`src/rtl/pic_cmd_pkg.sv`:
```
package pic_cmd_pkg;

  typedef enum logic [2:0] {
    INIT_IDLE  = 3'd0,
    INIT_W2    = 3'd1,
    INIT_W3    = 3'd2,
    INIT_W4    = 3'd3,
    INIT_READY = 3'd4
  } init_st_e;

  typedef struct packed {
    logic [2:0] vec_lo;
    logic       level_trig;
    logic       intv4;
    logic       single;
    logic       need_w4;
  } w1_cfg_t;

  typedef struct packed {
    logic sfnm;
    logic buffered;
    logic master;
    logic auto_eoi;
    logic two_pulse;
  } w4_cfg_t;

  function automatic logic is_start(input logic a0, input logic [7:0] d);
    return !a0 && d[4];
  endfunction

  function automatic logic is_prio_cmd(input logic a0, input logic [7:0] d);
    return !a0 && !d[4] && !d[3];
  endfunction

  function automatic logic is_mode_cmd(input logic a0, input logic [7:0] d);
    return !a0 && !d[4] && d[3];
  endfunction

  function automatic init_st_e after_vector(input logic single, input logic need4);
    if (!single)    return INIT_W3;
    else if (need4) return INIT_W4;
    else            return INIT_READY;
  endfunction

  function automatic init_st_e after_cascade(input logic need4);
    return need4 ? INIT_W4 : INIT_READY;
  endfunction

  function automatic logic [7:0] poll_byte(input logic hit, input logic [2:0] lvl);
    return {hit, 4'b0000, lvl};
  endfunction

endpackage

```
`src/rtl/pic_strobe_sync.sv`:
```
module pic_strobe_sync #(
  parameter int STAGES = 2,
  parameter int W      = 1
) (
  input  logic         clk,
  input  logic         rst_n,
  input  logic         strobe_n,
  input  logic [W-1:0] bus,
  output logic         rise,
  output logic [W-1:0] bus_q
);
  logic [STAGES-1:0] st_q;
  logic [W-1:0]      bp_q [STAGES];
  logic              prev_q;

  for (genvar g = 0; g < STAGES; g++) begin : g_stage
    if (g == 0) begin : g_first
      always_ff @(posedge clk or negedge rst_n) begin
        if (!rst_n) begin
          st_q[0] <= 1'b1;
          bp_q[0] <= '1;
        end else begin
          st_q[0] <= strobe_n;
          bp_q[0] <= bus;
        end
      end
    end else begin : g_next
      always_ff @(posedge clk or negedge rst_n) begin
        if (!rst_n) begin
          st_q[g] <= 1'b1;
          bp_q[g] <= '1;
        end else begin
          st_q[g] <= st_q[g-1];
          bp_q[g] <= bp_q[g-1];
        end
      end
    end
  end

  always_ff @(posedge clk or negedge rst_n) begin
    if (!rst_n) prev_q <= 1'b1;
    else        prev_q <= st_q[STAGES-1];
  end

  assign rise  = st_q[STAGES-1] & ~prev_q;
  assign bus_q = bp_q[STAGES-1];

  AST_RISE_SINGLE: assert property (@(posedge clk) disable iff (!rst_n)
    rise |=> !rise);

endmodule

```
`src/rtl/pic_init_seq.sv`:
```
module pic_init_seq
  import pic_cmd_pkg::*;
#(
  parameter int DATA_W = 8
) (
  input  logic              clk,
  input  logic              rst_n,
  input  logic              wr_fire,
  input  logic              a0,
  input  logic [DATA_W-1:0] d,
  output logic              restart,
  output logic              ready,
  output w1_cfg_t           w1,
  output logic [DATA_W-1:0] vec_hi,
  output logic [DATA_W-1:0] casc,
  output w4_cfg_t           w4
);
  init_st_e st_q;

  assign restart = wr_fire && is_start(a0, d);
  assign ready   = (st_q == INIT_READY);

  always_ff @(posedge clk or negedge rst_n) begin
    if (!rst_n) begin
      st_q   <= INIT_IDLE;
      w1     <= '0;
      vec_hi <= '0;
      casc   <= '0;
      w4     <= '0;
    end else if (restart) begin
      w1     <= '{vec_lo: d[7:5], level_trig: d[3], intv4: d[2],
                  single: d[1], need_w4: d[0]};
      vec_hi <= '0;
      casc   <= '0;
      w4     <= '0;
      st_q   <= INIT_W2;
    end else if (wr_fire && a0) begin
      unique case (st_q)
        INIT_W2: begin
          vec_hi <= d;
          st_q   <= after_vector(w1.single, w1.need_w4);
        end
        INIT_W3: begin
          casc <= d;
          st_q <= after_cascade(w1.need_w4);
        end
        INIT_W4: begin
          w4   <= '{sfnm: d[4], buffered: d[3], master: d[2],
                    auto_eoi: d[1], two_pulse: d[0]};
          st_q <= INIT_READY;
        end
        default: ;
      endcase
    end
  end

  AST_READY_FROM_SEQ: assert property (@(posedge clk) disable iff (!rst_n)
    $rose(ready) |-> ($past(st_q) == INIT_W2 || $past(st_q) == INIT_W3 ||
                      $past(st_q) == INIT_W4));
  AST_W3_ONLY_CASCADE: assert property (@(posedge clk) disable iff (!rst_n)
    (st_q == INIT_W3) |-> !w1.single);
  AST_W4_ONLY_NEEDED: assert property (@(posedge clk) disable iff (!rst_n)
    (st_q == INIT_W4) |-> w1.need_w4);

endmodule

```
`src/rtl/pic_op_cmd.sv`:
```
module pic_op_cmd
  import pic_cmd_pkg::*;
#(
  parameter int DATA_W = 8,
  parameter int LVL_W  = 3
) (
  input  logic              clk,
  input  logic              rst_n,
  input  logic              wr_fire,
  input  logic              a0,
  input  logic [DATA_W-1:0] d,
  input  logic              restart,
  input  logic              ready,
  input  logic              rd_fire,
  input  logic              rd_a0,
  output logic [DATA_W-1:0] mask,
  output logic              rot_aeoi,
  output logic              cmd_eoi,
  output logic              cmd_seoi,
  output logic              cmd_rotate,
  output logic              cmd_setpri,
  output logic [LVL_W-1:0]  cmd_level,
  output logic              smm_set,
  output logic              smm_clr,
  output logic              sel_isr,
  output logic              poll_pend,
  output logic              poll_ack
);
  logic op_wr;
  assign op_wr = wr_fire && ready && !restart;

  always_ff @(posedge clk or negedge rst_n) begin
    if (!rst_n) begin
      mask       <= '0;
      rot_aeoi   <= 1'b0;
      cmd_eoi    <= 1'b0;
      cmd_seoi   <= 1'b0;
      cmd_rotate <= 1'b0;
      cmd_setpri <= 1'b0;
      cmd_level  <= '0;
      smm_set    <= 1'b0;
      smm_clr    <= 1'b0;
      sel_isr    <= 1'b0;
      poll_pend  <= 1'b0;
      poll_ack   <= 1'b0;
    end else begin
      cmd_eoi    <= 1'b0;
      cmd_seoi   <= 1'b0;
      cmd_rotate <= 1'b0;
      cmd_setpri <= 1'b0;
      smm_set    <= 1'b0;
      smm_clr    <= 1'b0;
      poll_ack   <= 1'b0;
      if (rd_fire && !rd_a0 && poll_pend) begin
        poll_pend <= 1'b0;
        poll_ack  <= 1'b1;
      end
      if (restart) begin
        mask      <= '0;
        rot_aeoi  <= 1'b0;
        sel_isr   <= 1'b0;
        poll_pend <= 1'b0;
      end else if (op_wr) begin
        if (a0) begin
          mask <= d;
        end else if (is_prio_cmd(a0, d)) begin
          unique case (d[7:5])
            3'b001: cmd_eoi <= 1'b1;
            3'b011: begin cmd_seoi <= 1'b1; cmd_level <= d[LVL_W-1:0]; end
            3'b101: begin cmd_eoi <= 1'b1; cmd_rotate <= 1'b1; end
            3'b111: begin
              cmd_seoi   <= 1'b1;
              cmd_rotate <= 1'b1;
              cmd_level  <= d[LVL_W-1:0];
            end
            3'b110: begin cmd_setpri <= 1'b1; cmd_level <= d[LVL_W-1:0]; end
            3'b100: rot_aeoi <= 1'b1;
            3'b000: rot_aeoi <= 1'b0;
            default: ;
          endcase
        end else if (is_mode_cmd(a0, d)) begin
          smm_set <= d[6] & d[5];
          smm_clr <= d[6] & ~d[5];
          if (d[2]) poll_pend <= 1'b1;
          if (d[1]) sel_isr <= d[0];
        end
      end
    end
  end

  AST_EOI_KIND_ONEHOT: assert property (@(posedge clk) disable iff (!rst_n)
    $onehot0({cmd_eoi, cmd_seoi, cmd_setpri}));
  AST_ROTATE_WITH_EOI: assert property (@(posedge clk) disable iff (!rst_n)
    cmd_rotate |-> (cmd_eoi || cmd_seoi));
  AST_SMM_EXCLUSIVE: assert property (@(posedge clk) disable iff (!rst_n)
    !(smm_set && smm_clr));
  AST_CMD_ONLY_READY: assert property (@(posedge clk) disable iff (!rst_n)
    (cmd_eoi || cmd_seoi || cmd_setpri || smm_set || smm_clr) |-> ready);
  AST_POLL_ONCE: assert property (@(posedge clk) disable iff (!rst_n)
    poll_ack |-> !poll_pend);
  AST_PULSE_SHORT: assert property (@(posedge clk) disable iff (!rst_n)
    (cmd_eoi || cmd_seoi) |=> !(cmd_eoi || cmd_seoi));

endmodule

```
`src/rtl/pic_rd_mux.sv`:
```
module pic_rd_mux
  import pic_cmd_pkg::*;
#(
  parameter int DATA_W = 8,
  parameter int LVL_W  = 3
) (
  input  logic              cs_n,
  input  logic              rd_n,
  input  logic              a0,
  input  logic [DATA_W-1:0] mask,
  input  logic [DATA_W-1:0] req_reg,
  input  logic [DATA_W-1:0] isr_reg,
  input  logic              sel_isr,
  input  logic              poll_pend,
  input  logic              poll_hit,
  input  logic [LVL_W-1:0]  poll_lvl,
  output logic [DATA_W-1:0] dout,
  output logic              dout_en
);
  always_comb begin
    dout_en = !cs_n && !rd_n;
    if (a0)             dout = mask;
    else if (poll_pend) dout = poll_byte(poll_hit, poll_lvl);
    else if (sel_isr)   dout = isr_reg;
    else                dout = req_reg;
  end
endmodule

```
`src/rtl/pic_cmd_frontend.sv`:
```
module pic_cmd_frontend
  import pic_cmd_pkg::*;
#(
  parameter int DATA_W      = 8,
  parameter int SYNC_STAGES = 2,
  localparam int LVL_W      = $clog2(DATA_W),
  localparam int WBUS_W     = DATA_W + 2
) (
  input  logic              clk,
  input  logic              rst_n,
  input  logic              cs_n,
  input  logic              rd_n,
  input  logic              wr_n,
  input  logic              addr,
  input  logic [DATA_W-1:0] din,
  output logic [DATA_W-1:0] dout,
  output logic              dout_en,
  input  logic [DATA_W-1:0] req_reg,
  input  logic [DATA_W-1:0] isr_reg,
  input  logic              poll_hit,
  input  logic [LVL_W-1:0]  poll_lvl,
  output logic              ready,
  output logic              level_trig,
  output logic              intv4,
  output logic              single_mode,
  output logic              need_w4,
  output logic [2:0]        vec_lo,
  output logic [DATA_W-1:0] vec_hi,
  output logic [DATA_W-1:0] cascade_map,
  output logic              sfnm,
  output logic              buffered,
  output logic              master_sel,
  output logic              auto_eoi,
  output logic              two_pulse,
  output logic [DATA_W-1:0] mask,
  output logic              rot_aeoi,
  output logic              cmd_eoi,
  output logic              cmd_seoi,
  output logic              cmd_rotate,
  output logic              cmd_setpri,
  output logic [LVL_W-1:0]  cmd_level,
  output logic              smm_set,
  output logic              smm_clr,
  output logic              poll_ack
);
  logic              w_rise, r_rise;
  logic [WBUS_W-1:0] w_bus;
  logic [1:0]        r_bus;
  logic              wr_fire, rd_fire, restart;
  logic              sel_isr, poll_pend;
  w1_cfg_t           w1;
  w4_cfg_t           w4;

  pic_strobe_sync #(.STAGES(SYNC_STAGES), .W(WBUS_W)) u_wsync (
    .clk(clk), .rst_n(rst_n), .strobe_n(wr_n), .bus({cs_n, addr, din}),
    .rise(w_rise), .bus_q(w_bus));

  pic_strobe_sync #(.STAGES(SYNC_STAGES), .W(2)) u_rsync (
    .clk(clk), .rst_n(rst_n), .strobe_n(rd_n), .bus({cs_n, addr}),
    .rise(r_rise), .bus_q(r_bus));

  assign wr_fire = w_rise && !w_bus[WBUS_W-1];
  assign rd_fire = r_rise && !r_bus[1];

  pic_init_seq #(.DATA_W(DATA_W)) u_init (
    .clk(clk), .rst_n(rst_n), .wr_fire(wr_fire), .a0(w_bus[DATA_W]),
    .d(w_bus[DATA_W-1:0]), .restart(restart), .ready(ready), .w1(w1),
    .vec_hi(vec_hi), .casc(cascade_map), .w4(w4));

  pic_op_cmd #(.DATA_W(DATA_W), .LVL_W(LVL_W)) u_op (
    .clk(clk), .rst_n(rst_n), .wr_fire(wr_fire), .a0(w_bus[DATA_W]),
    .d(w_bus[DATA_W-1:0]), .restart(restart), .ready(ready),
    .rd_fire(rd_fire), .rd_a0(r_bus[0]), .mask(mask), .rot_aeoi(rot_aeoi),
    .cmd_eoi(cmd_eoi), .cmd_seoi(cmd_seoi), .cmd_rotate(cmd_rotate),
    .cmd_setpri(cmd_setpri), .cmd_level(cmd_level), .smm_set(smm_set),
    .smm_clr(smm_clr), .sel_isr(sel_isr), .poll_pend(poll_pend),
    .poll_ack(poll_ack));

  pic_rd_mux #(.DATA_W(DATA_W), .LVL_W(LVL_W)) u_rd (
    .cs_n(cs_n), .rd_n(rd_n), .a0(addr), .mask(mask), .req_reg(req_reg),
    .isr_reg(isr_reg), .sel_isr(sel_isr), .poll_pend(poll_pend),
    .poll_hit(poll_hit), .poll_lvl(poll_lvl), .dout(dout), .dout_en(dout_en));

  assign level_trig  = w1.level_trig;
  assign intv4       = w1.intv4;
  assign single_mode = w1.single;
  assign need_w4     = w1.need_w4;
  assign vec_lo      = w1.vec_lo;
  assign sfnm        = w4.sfnm;
  assign buffered    = w4.buffered;
  assign master_sel  = w4.master;
  assign auto_eoi    = w4.auto_eoi;
  assign two_pulse   = w4.two_pulse;

  AST_START_DROPS_READY: assert property (@(posedge clk) disable iff (!rst_n)
    restart |=> (!ready && mask == '0 && !rot_aeoi));

endmodule

```
`config.mk`:
```
export PLATFORM = sky130hd
export DESIGN_NAME = pic_cmd_frontend
export DESIGN_NICKNAME = d
export VERILOG_FILES = /design/src/rtl/pic_cmd_pkg.sv /design/src/rtl/pic_strobe_sync.sv /design/src/rtl/pic_init_seq.sv /design/src/rtl/pic_op_cmd.sv /design/src/rtl/pic_rd_mux.sv /design/src/rtl/pic_cmd_frontend.sv
export SDC_FILE = /design/constraint.sdc
export NUM_CORES = 1
export LEC_CHECK = 0
export ABC_AREA = 1
export CORE_AREA = 2 2 99 101
export DETAILED_ROUTE_END_ITERATION = 8
export DIE_AREA = 0 0 101 103
export PLACE_DENSITY = 0.65
export SYNTH_ARGS = -nofsm -noshare
export SYNTH_HDL_FRONTEND = slang
export SYNTH_HIERARCHICAL = 1
export SYNTH_SLANG_ARGS = --single-unit
```
`constraint.sdc`:
```
create_clock -name clk -period 3.56 [get_ports clk]
set_clock_uncertainty 0.2 [all_clocks]
set_input_delay 0.356 -clock clk [delete_from_list [all_inputs] [get_ports clk]]
set_output_delay 0.356 -clock clk [all_outputs]
set_load 0.02 [all_outputs]
```
==> metrics <==
status complete, but fails checks; violated checks negative hold slack; Critical Path Sink ready; r2r endpoint u_op/sel_isr; final worst path period share 72.9%; YS warnings 6; Clk Latency, worst-skew pair 0.34 ns; R2R depth 11; Max rail drop VDD 0.237 mV; number of port buffers 90; worst slew pin tran 0.996 ns; post-CTS setup buffer count 0; Slew HR 33.6%; max incr delay on CP 0.73 ns; synth unique cells 25; CTS sink count 82; P per Cell Area 547 nW/um^2; initial detailed-routing violation count 161; crit path max fanout 5; metal1 wirelength 3320 um; H-tree depth 3; Max Clock Freq 0.385 GHz; Final Max Slew Viols 0; CP Launch Point u_init/st_q[1]; layout cells sized above 1 16.1%; Via density 4.54; Hold Path Class input pin to asynchronous set/reset pin; Pleak 2.32 nW; HPWL after DPL 5540 um; GPL Wtd Cong 0.834; core footprint 9460 um^2; RSZ-0062 raised after global routing no; CP max-delay cell clkdlybuf4s50_1; CTS Buf Count 9; Hold WS -0.0327 ns; Final Setup Violations 0; CP cell instances nor3_1, clkdlybuf4s50_1; reg-to-reg setup timing slack 1.22 ns; Overall Global Routing Usage 16.1%; CTS tree yes; CP required 3.00 ns; register bit total from synthesis 82; hold buffers post-CTS 0; root buf cell clkbuf_8; pin count of the biggest net entering global routing 83; fillers 906; critical path startpoint category flip-flop; Overflow after GRT 0; leading post-synthesis cells by cell area dfrtp_1, dfstp_2, nand2_1, inv_1, nand3_1; Area Overhead vs Synth 30.5%; min Tclk post-route 2.60 ns; WL/cell 13.2 um; WL final 7950 um; initial antenna violation count 0; Max clock buf depth 2; Syn Area/Cell 8.91 um^2; Boundary Pins 91; Pre-Repair DR Iteration Count 4; WP data arrival 2.04 ns; std cell rows 36; ANT cells 0; Via Count 2,745; first-pass GRT wire length 12,900 um; routed wl met2 3910 um; CP endpoint kind output port; mapped cell area 3580 um^2; # nets final 519; worst setup path class flip-flop to output port; die area 10,400 um^2; Routed Antenna Nets 0; vias in the first global route 2,667; total design power 2.56 mW; top cell type's share of synthesized area 36.3%; Post-CTS Resized 0; Hold Vio Cnt, Final 17; routed length on met3 594 um; Initial Util 37.9%; DRC errors left 0; Die Ht 103 um; total of max-cap violations 0; area leader, netlist dfrtp_1; Post-Synthesis Cells 402; Max Used Layer met4; setup TNS 0 ns; worst r2r src u_wsync/st_q[1]; Die Wd 101 um; Worst-path clk slew 0.08 ns; syn nets 436; register area share after synthesis 58.3%
[Yosys cell counts]
library cell and count:
inv_2 6, nand2_2 2, clkinv_1 2, nor2_2 7
dfstp_2 30, a21oi_1 1, o21ai_2 9, nor2_4 1
nor2_1 21, nor3_1 4, nand3_4 1, inv_1 48
dfrtp_1 52, o21ai_0 6, nand3_1 30, o21ai_4 1
buf_8 1, nand2_4 3, nand3_2 1, buf_4 12
nand3b_1 1, nand2_1 147, buf_2 4, buf_6 3
nand4_1 9
[cell usage in the layout (no fill, tap or decap), types with 2 or more instances in the layout]
cell type | netlist | layout
clkbuf_8 | 0 | 10
clkinv_1 | 2 | 2
nor3_1 | 4 | 4
nand3_1 | 30 | 30
nand2_1 | 147 | 147
nor2_1 | 21 | 21
dfrtp_1 | 52 | 52
o21ai_2 | 9 | 9
clkinv_2 | 0 | 2
clkinvlp_4 | 0 | 2
clkdlybuf4s50_1 | 0 | 89
inv_2 | 6 | 6
inv_1 | 48 | 48
nor2_2 | 7 | 7
dfstp_2 | 30 | 30
o21ai_0 | 6 | 6
nand2_2 | 2 | 2
nand4_1 | 9 | 9
nand2_4 | 3 | 3
buf_4 | 12 | 3
[worst max-delay path: cells and delay by family (launching register included)]
family | cells | cell delay (ns)
DFF | 1 | 0.43
and+or+nand+nor | 1 | 0.54
buffers and inverters | 1 | 0.73
[final cells by class]
| class | count | area, um^2 | share of cell area (%) |
|---|---|---|---|
| Multi-Input combinational cell | 244 | 1120 | 24.0 |
| Sequential cell | 82 | 2090 | 44.7 |
| Clock buffer | 11 | 141 | 3.02 |
| Timing Repair Buffer | 92 | 913 | 19.5 |
| Inverter | 56 | 210 | 4.50 |
| Clock inverter | 5 | 55.1 | 1.18 |
| Tap cell | 114 | 143 | 3.05 |
[metal layers]
layer  up-vias  GRT usage [%]
li1       1387              -
met3        10           4.68
met1      1249           20.3
met4         0           5.61
met2        99           26.7
met5         -              0
[power by group]
group          total [mW]  switching (mW)  internal [mW]
combinational       0.715           0.390          0.325
sequential           1.18           0.104           1.08
clock               0.660           0.319          0.341
total                2.56           0.812           1.75
[worst min path at each step]
stage	start	to	slack [ns]
6_report	rst_n	u_op/cmd_level[2]	-0.03
5_1_grt	rst_n	u_op/cmd_level[2]	0.05
3_3_place_gp	u_wsync/bp_q[12]	u_wsync/bus_q[2]	0.15
3_5_place_dp	u_wsync/bp_q[10]	u_wsync/bus_q[0]	0.15
4_1_cts	rst_n	u_op/cmd_seoi	0.004
2_1_floorplan	rst_n	u_init/casc[0]	-0.14
[through the flow]
stage / utilization (%) / cell area, um^2 / hold WS [ns] / setup slack (ns) / instances
CTS: 49.4 / 4680 / 0.00355 / 0.951 / 604
floorplan: - / 3580 / -0.140 / 1.55 / 402
global placement: 47.4 / 4480 / 0.145 / 1.02 / 588
global route: 49.4 / 4680 / 0.0526 / 0.827 / 604
detailed placement: 47.4 / 4480 / 0.147 / 0.975 / 588
finish: 49.4 / 4680 / -0.0327 / 0.965 / 604
[flip-flops by register name (all words and copies together), names as in the netlist, 2 cells and up]
name,cells
u_rsync/bp_q,2
u_init/w4,5
u_init/w1,7
u_init/st_q,3
u_wsync/st_q,2
u_op/cmd_level,3
u_init/vec_hi,8
u_rsync/st_q,2
u_rsync/bus_q,2
u_op/mask,8
u_wsync/bp_q,10
u_init/casc,8
u_wsync/bus_q,10
[logic make-up (layout without fill, tap and decap cells)]
group | Yosys count | in the layout | synth area share (%)
DFF | 82 | 82 | 58.3
buffers and inverters | 76 | 164 | 10.3
and+or+nand+nor | 227 | 227 | 27.7
AOI/OAI and AO/OA | 17 | 17 | 3.63
(Power assumes the default switching activity.)
